File: config.mk
export PLATFORM = sky130hd
export DESIGN_NAME = edge_irq_ctrl
export DESIGN_NICKNAME = d
export VERILOG_FILES = /design/src/rtl/edge_irq_pkg.sv /design/src/rtl/edge_irq_sampler.sv /design/src/rtl/edge_irq_regs.sv /design/src/rtl/edge_irq_fsm.sv /design/src/rtl/edge_irq_ctrl.sv
export SDC_FILE = /design/constraint.sdc
export NUM_CORES = 1
export LEC_CHECK = 0
export ABC_AREA = 1
export BUFFER_PORTS_ARGS = -buffer_cell sky130_fd_sc_hd__buf_2
export CAP_MARGIN = 20
export CORE_AREA = 2 2 102 104
export CTS_BUF_LIST = sky130_fd_sc_hd__clkbuf_16
export DETAILED_ROUTE_END_ITERATION = 6
export DIE_AREA = 0 0 104 106
export GPL_TIMING_DRIVEN = 0
export PLACE_DENSITY = 0.76
export SLEW_MARGIN = 0
export SYNTH_ARGS = -nofsm -noshare
export SYNTH_HDL_FRONTEND = slang
export SYNTH_SLANG_ARGS = --single-unit
export TNS_END_PERCENT = 50
File: constraint.sdc
create_clock -name clk -period 1.3 [get_ports clk]
set_clock_uncertainty 0.1 [all_clocks]
set_input_delay 0.13 -clock clk [delete_from_list [all_inputs] [get_ports clk]]
set_output_delay 0.13 -clock clk [all_outputs]
set_load 0.005 [all_outputs]
File: src/rtl/edge_irq_pkg.sv
package edge_irq_pkg;

    localparam int unsigned REG_AW = 8;
    localparam int unsigned REG_DW = 8;
    localparam int unsigned GRP_W  = 8;

    localparam logic [REG_AW-1:0] OFS_ID    = 8'h06;
    localparam logic [REG_AW-1:0] OFS_ACK   = 8'h07;
    localparam logic [REG_AW-1:0] OFS_STAT  = 8'h14;
    localparam logic [REG_AW-1:0] OFS_CTRL  = 8'h15;
    localparam logic [REG_AW-1:0] OFS_RMASK = 8'h18;
    localparam logic [REG_AW-1:0] OFS_FMASK = 8'h20;

    localparam logic [REG_DW-1:0] ID_VALUE = 8'h27;

    localparam int unsigned ACK_EDGE_BIT = 3;
    localparam int unsigned ACK_OVF_BIT  = 2;

    // control byte, bit 4 down to bit 0
    typedef struct packed {
        logic fall_en;
        logic rise_en;
        logic master_ie;
        logic ovf_ie;
        logic edge_ie;
    } ctrl_t;

    localparam int unsigned CTRL_W = $bits(ctrl_t);

    // bit 0 = edge flag, bit 1 = overflow flag
    typedef enum logic [1:0] {
        ST_QUIET    = 2'b00,
        ST_EDGE     = 2'b01,
        ST_OVF      = 2'b10,
        ST_EDGE_OVF = 2'b11
    } ev_state_e;

endpackage

File: src/rtl/edge_irq_sampler.sv
module edge_irq_sampler
    import edge_irq_pkg::*;
#(
    parameter int unsigned NUM_CH      = 24,
    parameter int unsigned SYNC_STAGES = 2
) (
    input  logic              clk,
    input  logic              rst_n,
    input  logic [NUM_CH-1:0] chan_in,
    output logic [NUM_CH-1:0] rise,
    output logic [NUM_CH-1:0] fall
);

    localparam int unsigned LAST = SYNC_STAGES - 1;

    for (genvar c = 0; c < NUM_CH; c++) begin : g_ch
        logic [SYNC_STAGES-1:0] pipe_q;
        logic                   prev_q;

        always_ff @(posedge clk or negedge rst_n) begin
            if (!rst_n) begin
                pipe_q <= '0;
                prev_q <= 1'b0;
            end else begin
                pipe_q[0] <= chan_in[c];
                for (int k = 1; k < SYNC_STAGES; k++) begin
                    pipe_q[k] <= pipe_q[k-1];
                end
                prev_q <= pipe_q[LAST];
            end
        end

        assign rise[c] =  pipe_q[LAST] & ~prev_q;
        assign fall[c] = ~pipe_q[LAST] &  prev_q;
    end

endmodule

File: src/rtl/edge_irq_regs.sv
module edge_irq_regs
    import edge_irq_pkg::*;
#(
    parameter int unsigned NUM_GROUPS = 3,
    localparam int unsigned NUM_CH    = NUM_GROUPS * GRP_W
) (
    input  logic              clk,
    input  logic              rst_n,
    input  logic [REG_AW-1:0] reg_addr,
    input  logic              reg_wr,
    input  logic [REG_DW-1:0] reg_wdata,
    input  logic [REG_DW-1:0] status_byte,
    output ctrl_t             ctrl_q,
    output logic [NUM_CH-1:0] rmask,
    output logic [NUM_CH-1:0] fmask,
    output logic              ack_edge,
    output logic              ack_ovf,
    output logic [REG_DW-1:0] reg_rdata
);

    logic [GRP_W-1:0] rmask_q [NUM_GROUPS];
    logic [GRP_W-1:0] fmask_q [NUM_GROUPS];

    always_ff @(posedge clk or negedge rst_n) begin
        if (!rst_n) begin
            ctrl_q <= '0;
        end else if (reg_wr && reg_addr == OFS_CTRL) begin
            ctrl_q <= ctrl_t'(reg_wdata[CTRL_W-1:0]);
        end
    end

    always_ff @(posedge clk or negedge rst_n) begin
        if (!rst_n) begin
            for (int g = 0; g < NUM_GROUPS; g++) begin
                rmask_q[g] <= '0;
                fmask_q[g] <= '0;
            end
        end else if (reg_wr) begin
            for (int g = 0; g < NUM_GROUPS; g++) begin
                if (reg_addr == OFS_RMASK + REG_AW'(g)) rmask_q[g] <= reg_wdata;
                if (reg_addr == OFS_FMASK + REG_AW'(g)) fmask_q[g] <= reg_wdata;
            end
        end
    end

    for (genvar g = 0; g < NUM_GROUPS; g++) begin : g_flat
        assign rmask[g*GRP_W +: GRP_W] = rmask_q[g];
        assign fmask[g*GRP_W +: GRP_W] = fmask_q[g];
    end

    assign ack_edge = reg_wr && (reg_addr == OFS_ACK) && reg_wdata[ACK_EDGE_BIT];
    assign ack_ovf  = reg_wr && (reg_addr == OFS_ACK) && reg_wdata[ACK_OVF_BIT];

    always_comb begin
        reg_rdata = '0;
        if (reg_addr == OFS_ID) begin
            reg_rdata = ID_VALUE;
        end else if (reg_addr == OFS_CTRL) begin
            reg_rdata = {{(REG_DW-CTRL_W){1'b0}}, ctrl_q};
        end else if (reg_addr == OFS_STAT) begin
            reg_rdata = status_byte;
        end
        for (int g = 0; g < NUM_GROUPS; g++) begin
            if (reg_addr == OFS_RMASK + REG_AW'(g)) reg_rdata = rmask_q[g];
            if (reg_addr == OFS_FMASK + REG_AW'(g)) reg_rdata = fmask_q[g];
        end
    end

endmodule

File: src/rtl/edge_irq_fsm.sv
module edge_irq_fsm
    import edge_irq_pkg::*;
(
    input  logic clk,
    input  logic rst_n,
    input  logic hit,
    input  logic ack_edge,
    input  logic ack_ovf,
    output logic edge_flag,
    output logic ovf_flag
);

    ev_state_e state_q;
    ev_state_e state_d;

    always_ff @(posedge clk or negedge rst_n) begin
        if (!rst_n) begin
            state_q <= ST_QUIET;
        end else begin
            state_q <= state_d;
        end
    end

    always_comb begin
        state_d = state_q;
        unique case (state_q)
            ST_QUIET: begin
                if (hit) state_d = ST_EDGE;
            end
            ST_EDGE: begin
                if (hit && !ack_edge)      state_d = ST_EDGE_OVF;
                else if (hit)              state_d = ST_EDGE;
                else if (ack_edge)         state_d = ST_QUIET;
            end
            ST_EDGE_OVF: begin
                if (hit && !ack_edge)      state_d = ST_EDGE_OVF;
                else if (hit)              state_d = ack_ovf ? ST_EDGE : ST_EDGE_OVF;
                else if (ack_edge)         state_d = ack_ovf ? ST_QUIET : ST_OVF;
                else if (ack_ovf)          state_d = ST_EDGE;
            end
            ST_OVF: begin
                if (hit)                   state_d = ack_ovf ? ST_EDGE : ST_EDGE_OVF;
                else if (ack_ovf)          state_d = ST_QUIET;
            end
            default: state_d = ST_QUIET;
        endcase
    end

    always_comb begin
        edge_flag = 1'b0;
        ovf_flag  = 1'b0;
        unique case (state_q)
            ST_QUIET:    ;
            ST_EDGE:     edge_flag = 1'b1;
            ST_OVF:      ovf_flag  = 1'b1;
            ST_EDGE_OVF: begin
                edge_flag = 1'b1;
                ovf_flag  = 1'b1;
            end
            default:     ;
        endcase
    end

endmodule

File: src/rtl/edge_irq_ctrl.sv
module edge_irq_ctrl
    import edge_irq_pkg::*;
#(
    parameter int unsigned NUM_GROUPS  = 3,
    parameter int unsigned SYNC_STAGES = 2,
    localparam int unsigned NUM_CH     = NUM_GROUPS * GRP_W
) (
    input  logic              clk,
    input  logic              rst_n,
    input  logic [NUM_CH-1:0] chan_in,
    input  logic [REG_AW-1:0] reg_addr,
    input  logic              reg_wr,
    input  logic [REG_DW-1:0] reg_wdata,
    output logic [REG_DW-1:0] reg_rdata,
    output logic              irq
);

    logic [NUM_CH-1:0] rise;
    logic [NUM_CH-1:0] fall;
    logic [NUM_CH-1:0] rmask;
    logic [NUM_CH-1:0] fmask;
    ctrl_t             ctrl_q;
    logic              ack_edge;
    logic              ack_ovf;
    logic              edge_flag;
    logic              ovf_flag;
    logic              hit;
    logic [REG_DW-1:0] status_byte;

    edge_irq_sampler #(
        .NUM_CH      (NUM_CH),
        .SYNC_STAGES (SYNC_STAGES)
    ) u_sampler (
        .clk     (clk),
        .rst_n   (rst_n),
        .chan_in (chan_in),
        .rise    (rise),
        .fall    (fall)
    );

    edge_irq_regs #(
        .NUM_GROUPS (NUM_GROUPS)
    ) u_regs (
        .clk         (clk),
        .rst_n       (rst_n),
        .reg_addr    (reg_addr),
        .reg_wr      (reg_wr),
        .reg_wdata   (reg_wdata),
        .status_byte (status_byte),
        .ctrl_q      (ctrl_q),
        .rmask       (rmask),
        .fmask       (fmask),
        .ack_edge    (ack_edge),
        .ack_ovf     (ack_ovf),
        .reg_rdata   (reg_rdata)
    );

    assign hit = (ctrl_q.rise_en && |(rise & rmask)) ||
                 (ctrl_q.fall_en && |(fall & fmask));

    edge_irq_fsm u_fsm (
        .clk       (clk),
        .rst_n     (rst_n),
        .hit       (hit),
        .ack_edge  (ack_edge),
        .ack_ovf   (ack_ovf),
        .edge_flag (edge_flag),
        .ovf_flag  (ovf_flag)
    );

    assign irq = ctrl_q.master_ie &&
                 ((edge_flag && ctrl_q.edge_ie) || (ovf_flag && ctrl_q.ovf_ie));

    assign status_byte = {{(REG_DW-3){1'b0}}, irq, ovf_flag, edge_flag};

endmodule

Yosys cells after proc, flatten, opt, wreduce, memory -nomap -nowiden
Index checks and enable logic that the tools add are counted.
Operators by class
  equality and inequality tests: 17
  mux-type cells: 24
  bitwise gates (word level): 98
  reductions and logical operators: 25
Operator list (number)
  2-to-1 mux 8 bit: 8
  bitwise AND 1 bit: 48
  bitwise AND 24 bit: 2
  NOT 1 bit: 48
  OR reduction 24 bit: 2
  equality test 8 x 5 -> 1 bit (second input constant): 5
  equality test 8 x 6 -> 1 bit (second input constant): 3
  2-to-1 mux 2 bit: 12
  equality test 8 x 3 -> 1 bit (second input constant): 2
  AND reduction 2 bit: 6
  logical AND 1 bit: 10
  one-hot mux 2 bit (4 select lines): 1
  != test 5 x 1 -> 1 bit (second input constant): 1
  equality test 2 bit (second input constant): 2
  != test 4 x 1 -> 1 bit (second input constant): 1
  AND reduction 4 bit: 1
  OR reduction 2 bit: 2
  2-to-1 mux 3 bit: 1
  != test 3 x 1 -> 1 bit (second input constant): 1
  equality test 2 x 1 -> 1 bit (second input constant): 1
  zero test 2 bit: 1
  logical OR 1 bit: 2
  2-to-1 mux 1 bit: 2
  != test 2 x 1 -> 1 bit (second input constant): 1
  zero test 1 bit: 1
Word-level totals
  register bits after elaboration: 127
  bits of input ports: 43
  word-level logic and storage cells: 224

Depth between registers and ports, before layout
  depth in word-level cells: 15
  depth in mapped cells: 13
  depth with buffers taken out: 13

By module
A second synthesis with hierarchy kept.
Second synthesis, totals
  cell total of the unflattened synthesis: 638
  area, all modules: 5387.7 sq um
By module, submodules not included
  edge_irq_regs: times used 1, cells an instance 344, area each 2683.8 sq um, seq. area each 1326.3 sq um
  edge_irq_sampler: times used 1, cells an instance 168, area each 2162.1 sq um, seq. area each 1801.7 sq um
  edge_irq_ctrl: times used 1, cells an instance 93, area each 362.8 sq um, seq. area each 0.0 sq um
  edge_irq_fsm: times used 1, cells an instance 33, area each 178.9 sq um, seq. area each 50.0 sq um

Least setup slack after synthesis
OpenSTA, ideal clock, no wires.
  kind: register to register
  start point: register u_regs.fmask_q (netlist bit u_regs.fmask[13])
  end point: register u_fsm.state_q[1]
  setup time: 117 ps
  arrival: 1131 ps
  slack: -48 ps
  stages on the path, launching flop included: 13
  period minus slack after synthesis: 1348 ps
  cell sequence: dfrtp_1 nand2_1 nor2_1 nor2_1 nand2_1 nor2_1 nand3_1 nand2_1 nand3_1 nand2_1 nand2_1 nand2_1 nand2_1
Between the ends
  word-level cells in the longest chain between the ends: 7
  elaborated cells on any way between the ends: 16
  those cells by class: 4 x eq/ne; 6 x mux; 1 x bitwise; 5 x reduce/logical
Ends and longest elaborated chain
  from (decl): RTL line edge_irq_regs.sv:22  | logic [GRP_W-1:0] fmask_q [NUM_GROUPS];
  from (signal, indexed assignment): RTL line edge_irq_regs.sv:41  | if (reg_addr == OFS_FMASK + REG_AW'(g)) fmask_q[g] <= reg_wdata;
  bitwise AND 24 bit *: RTL line edge_irq_ctrl.sv:59  | (ctrl_q.fall_en && |(fall & fmask));
  OR reduction 24 bit *: RTL line edge_irq_ctrl.sv:59
  logical AND 1 bit *: RTL line edge_irq_ctrl.sv:59
  logical OR 1 bit *: RTL line edge_irq_ctrl.sv:58  | assign hit = (ctrl_q.rise_en && |(rise & rmask)) ||
  2-to-1 mux 2 bit (tied with other cells): RTL line edge_irq_fsm.sv:37  | else if (hit) state_d = ack_ovf ? ST_EDGE : ST_EDGE_OVF;
  2-to-1 mux 2 bit (tied with other cells): RTL line edge_irq_fsm.sv:36  | if (hit && !ack_edge) state_d = ST_EDGE_OVF;
  one-hot mux 2 bit (4 select lines) / AND reduction 4 bit (equally long branches)
  to (signal assigned): RTL line edge_irq_fsm.sv:20  | state_q <= state_d;
  to (decl): RTL line edge_irq_fsm.sv:13  | ev_state_e state_q;
Every way passes the cells marked *; elsewhere a longest branch is shown, timed or not.
A chain may end at the register's enable or synchronous reset.

Final worst setup path
  start point: register u_fsm.state_q[0]
  end point: output reg_rdata[2]
Between the ends
  word-level cells in the longest chain between the ends: 15
  elaborated cells on any way between the ends: 20
  those cells by class: 3 x eq/ne; 11 x mux; 6 x reduce/logical
Ends and longest elaborated chain
  equality test 2 x 1 -> 1 bit / equality test 2 bit (equally long branches): RTL line edge_irq_fsm.sv:52  | unique case (state_q)
  OR reduction 2 bit (no source line)
  2-to-1 mux 1 bit: RTL line edge_irq_fsm.sv:52
  logical AND 1 bit: RTL line edge_irq_ctrl.sv:72  | ((edge_flag && ctrl_q.edge_ie) || (ovf_flag && ctrl_q.ovf_ie));
  logical OR 1 bit *: RTL line edge_irq_ctrl.sv:72
  logical AND 1 bit *: RTL line edge_irq_ctrl.sv:71  | assign irq = ctrl_q.master_ie &&
  2-to-1 mux 3 bit *: RTL line edge_irq_regs.sv:60  | end else if (reg_addr == OFS_STAT) begin
  2-to-1 mux 8 bit *: RTL line edge_irq_regs.sv:58  | end else if (reg_addr == OFS_CTRL) begin
  2-to-1 mux 8 bit *: RTL line edge_irq_regs.sv:56  | if (reg_addr == OFS_ID) begin
  2-to-1 mux 8 bit *: RTL line edge_irq_regs.sv:64  | if (reg_addr == OFS_RMASK + REG_AW'(g)) reg_rdata = rmask_q[g];
  2-to-1 mux 8 bit *: RTL line edge_irq_regs.sv:65  | if (reg_addr == OFS_FMASK + REG_AW'(g)) reg_rdata = fmask_q[g];
  2-to-1 mux 8 bit *: RTL line edge_irq_regs.sv:64
  2-to-1 mux 8 bit *: RTL line edge_irq_regs.sv:65
  2-to-1 mux 8 bit *: RTL line edge_irq_regs.sv:64
  2-to-1 mux 8 bit *: RTL line edge_irq_regs.sv:65
  to (decl): RTL line edge_irq_ctrl.sv:14  | output logic [REG_DW-1:0] reg_rdata,
Marked as above.

==> results_dict.tcl <==
set metrics [dict create \
    cts_tree "done" \
    critPathMaxFanout 2 \
    power_density_nw_per_um2 1430 \
    die_w_um 104 \
    synth_top_area_share_pct 62.1 \
    maxSlewViolCount 0 \
    clock.fmax_mhz 537 \
    leakagePower_nw 3.43 \
    grt_use_total_pct 24.3 \
    synth-adder-area-share_pct 0 \
    power_w 0.00971 \
    rsz0062_at_grt "yes" \
    synthSimpleGateAreaFrac_pct 24.3 \
    ys_seq_area_share_pct 62.1 \
    fillers 750 \
    max_stage_delay_ns 0.41 \
    cts_sinks 127 \
    stdcell_area_um2 6800 \
    dr.first_iter.drc_count 274 \
    die_h_um 106 \
    syn_nets 590 \
    grt_pass1_vias 4052 \
    initial_core_util_pct 51.1 \
    nets 710 \
    place.gp.congestion 0.910 \
    crit_slowest_cell "dfrtp_2" \
    final_layout_size_suffix_gt1_share_pct 25.6 \
    io_pins 52 \
    synthCells 547 \
    port_buffers 50 \
    synth_top_family_by_area "simple AND/OR/NAND/NOR gates" \
    first_pass_iters 5 \
    critPathLaunchType "register" \
    violations "setup timing" \
    post-route-period-util_pct 143 \
    worst_pin_slew_ns 0.501 \
    max_slew_margin_pct 66.6 \
    placed_area_um2 5570 \
    cp_cell_sequence "inv_2 -> o22ai_2 -> nand4_1 -> nand3_1 -> a21oi_2 -> nand4_1 -> nand2_1 -> nand2_1 -> buf_2" \
    path_clk_slew_ns 0.06 \
    period_minus_slack_ns 1.86 \
    cts_buffers 17 \
    wl_um 13000 \
    ys_types 27 \
    crit_type "reg2out" \
    dp_hpwl_um 8130 \
    regArea_um2 3180 \
    timing.final.ws_setup_ns -0.563 \
    cts.htree.levels 4 \
    maxCapViolCount 0 \
    ctsLongestPathBuffers 2 \
    final_util_pct 68.0 \
    synth_compound_area_share_pct 7.12 \
    arrival_ns 1.63 \
    ant_nets 0 \
    final_cell_mix "nand2_1 (146), dfrtp_1 (126), inv_1 (61)" \
    cts-root-buf "clkbuf_16" \
    final-hold-violation-count 0 \
    outcome "complete, but fails checks" \
    synth_area_leader_cell "dfrtp_1" \
    yosys_register_bits 127 \
    syn2layout_area_growth_pct 33.0 \
    vias_per_cell 5.24 \
    syn_area_per_cell_um2 9.35 \
    synthMuxAreaShare_pct 0 \
    synth_area_leaders "dfrtp_1 (62%), nand2_1 (11%), inv_1 (4.8%), nand3_1 (4.1%), o21ai_1 (4.0%)" \
    dieArea_um2 11000 \
    grt-ovfl-total 0 \
    antenna_found_initial 0 \
    grt_pass1_wl_um 20000 \
    routedWlPerCell_um 15.9 \
    mostFrequentLayoutCell "nand2_1" \
    critPathCaptureType "output pin" \
    vdd_drop_max_mv 1.26 \
    synth_warnings 0 \
    drc 0 \
    row_count 37 \
    multi_input_area_um2 1770 \
    hp-class "in2reg" \
    synth_area_um2 5110 \
    finalSetupViolCount 11 \
    synthXorXnorAreaFrac_pct 0 \
    grt_max_degree 106 \
    num_antenna_cells 0 \
    cp.required_ns 1.07 \
    core_area_um2 10000 \
    vias 4274 \
    clock_latency_ns 0.42 \
]
[metrics by stage]
step / TNS [ns] / setup slack [ns] / cells / hold slack, ns
6_report: -4.26 / -0.563 / 816 / 0.0185
5_1_grt: -5.20 / -0.708 / 816 / 0.0109
4_1_cts: -4.26 / -0.556 / 802 / 0.0158
3_5_place_dp: -16.61 / -0.505 / 734 / -0.103
3_3_place_gp: -209.22 / -1.54 / 733 / 0.138
2_1_floorplan: -0.0244 / -0.0244 / 547 / -0.266
[state kept, by name, indices dropped and copies added, names as in the netlist]
signal                 cells
u_regs.fmask              24
u_sampler.g_ch.prev_q     24
u_sampler.g_ch.pipe_q     48
u_regs.rmask              24
u_fsm.state_q              2
u_regs.ctrl_q              5
[layout make-up]
| type | instances | share of cell area [%] |
|---|---|---|
| Buffer | 7 | 0.773 |
| Clock buffer | 17 | 6.25 |
| Clock inverter | 15 | 2.35 |
| Inverter | 74 | 4.16 |
| Multi-Input combinational cell | 339 | 26.0 |
| Sequential cell | 127 | 46.7 |
| Tap cell | 136 | 2.50 |
| Timing Repair Buffer | 101 | 11.2 |
[worst paths after layout]
check / from / depth (start not counted) / slack (ns) / to
min in group asynchronous: rst_n / 2 / 0.03 / u_fsm.state_q[1]
max reg2reg: u_regs.fmask[5] / 12 / -0.38 / u_fsm.state_q[1]
max in group asynchronous: rst_n / 3 / 0.31 / u_regs.fmask[0]
min reg2reg: u_sampler.g_ch[22].pipe_q[0] / 0 / 0.24 / u_sampler.g_ch[22].pipe_q[1]
min: reg_wdata[0] / 3 / 0.02 / u_regs.rmask[8]
max: u_fsm.state_q[0] / 9 / -0.56 / reg_rdata[2]
[power by group]
group | total [W] | switching (W) | internal (W)
clock network | 0.00465 | 0.00181 | 0.00285
registers | 0.00432 | 0.000151 | 0.00417
logic | 0.000734 | 0.000414 | 0.000320
[timing repair]
item                       4_1_cts  5_1_grt
resized for setup               20       24
setup endpoints to repair       11       35
pin swaps                       10       33
buffers inserted                 7       14
hold endpoints to repair       162        0
cloned                           0        0
hold buffers                    29        0
[kinds of logic (layout without fill, tap and decap cells)]
kind of cell / Yosys count / count (layout)
flip-flops: 127 / 127
buffers and inverters: 81 / 214
AO/OA/AOI/OAI: 63 / 63
AND/OR/NAND/NOR: 276 / 276
[synthesized netlist by cell type, drive strengths merged]
| library cell | number |
|---|---|
| a21oi | 2 |
| a221oi | 4 |
| and2 | 3 |
| and3 | 1 |
| buf | 7 |
| clkinv | 1 |
| dfrtp | 127 |
| inv | 73 |
| nand2 | 160 |
| nand3 | 43 |
| nand3b | 7 |
| nand4 | 16 |
| nor2 | 39 |
| nor3 | 5 |
| nor3b | 1 |
| o21ai | 54 |
| o22ai | 3 |
| or2 | 1 |
[metal layers]
metal | part of all wire, % | wire [um] | GRT usage (%) | up-vias
met5 | 0 | 0 | 0 | -
met4 | 3.3 | 426 | 10.4 | 0
met3 | 6.7 | 872 | 7.66 | 41
met2 | 49 | 6350 | 38.5 | 197
met1 | 41 | 5330 | 31.0 | 2032
li1 | - | - | - | 2004
[critical path: cells and delay by family (launching register included)]
kind	cells	cell delay, ns
buffers and inverters	2	0.19
AO/OA/AOI/OAI	2	0.23
flip-flops	1	0.41
AND/OR/NAND/NOR	5	0.40
Power figures use the tool's default switching activity.
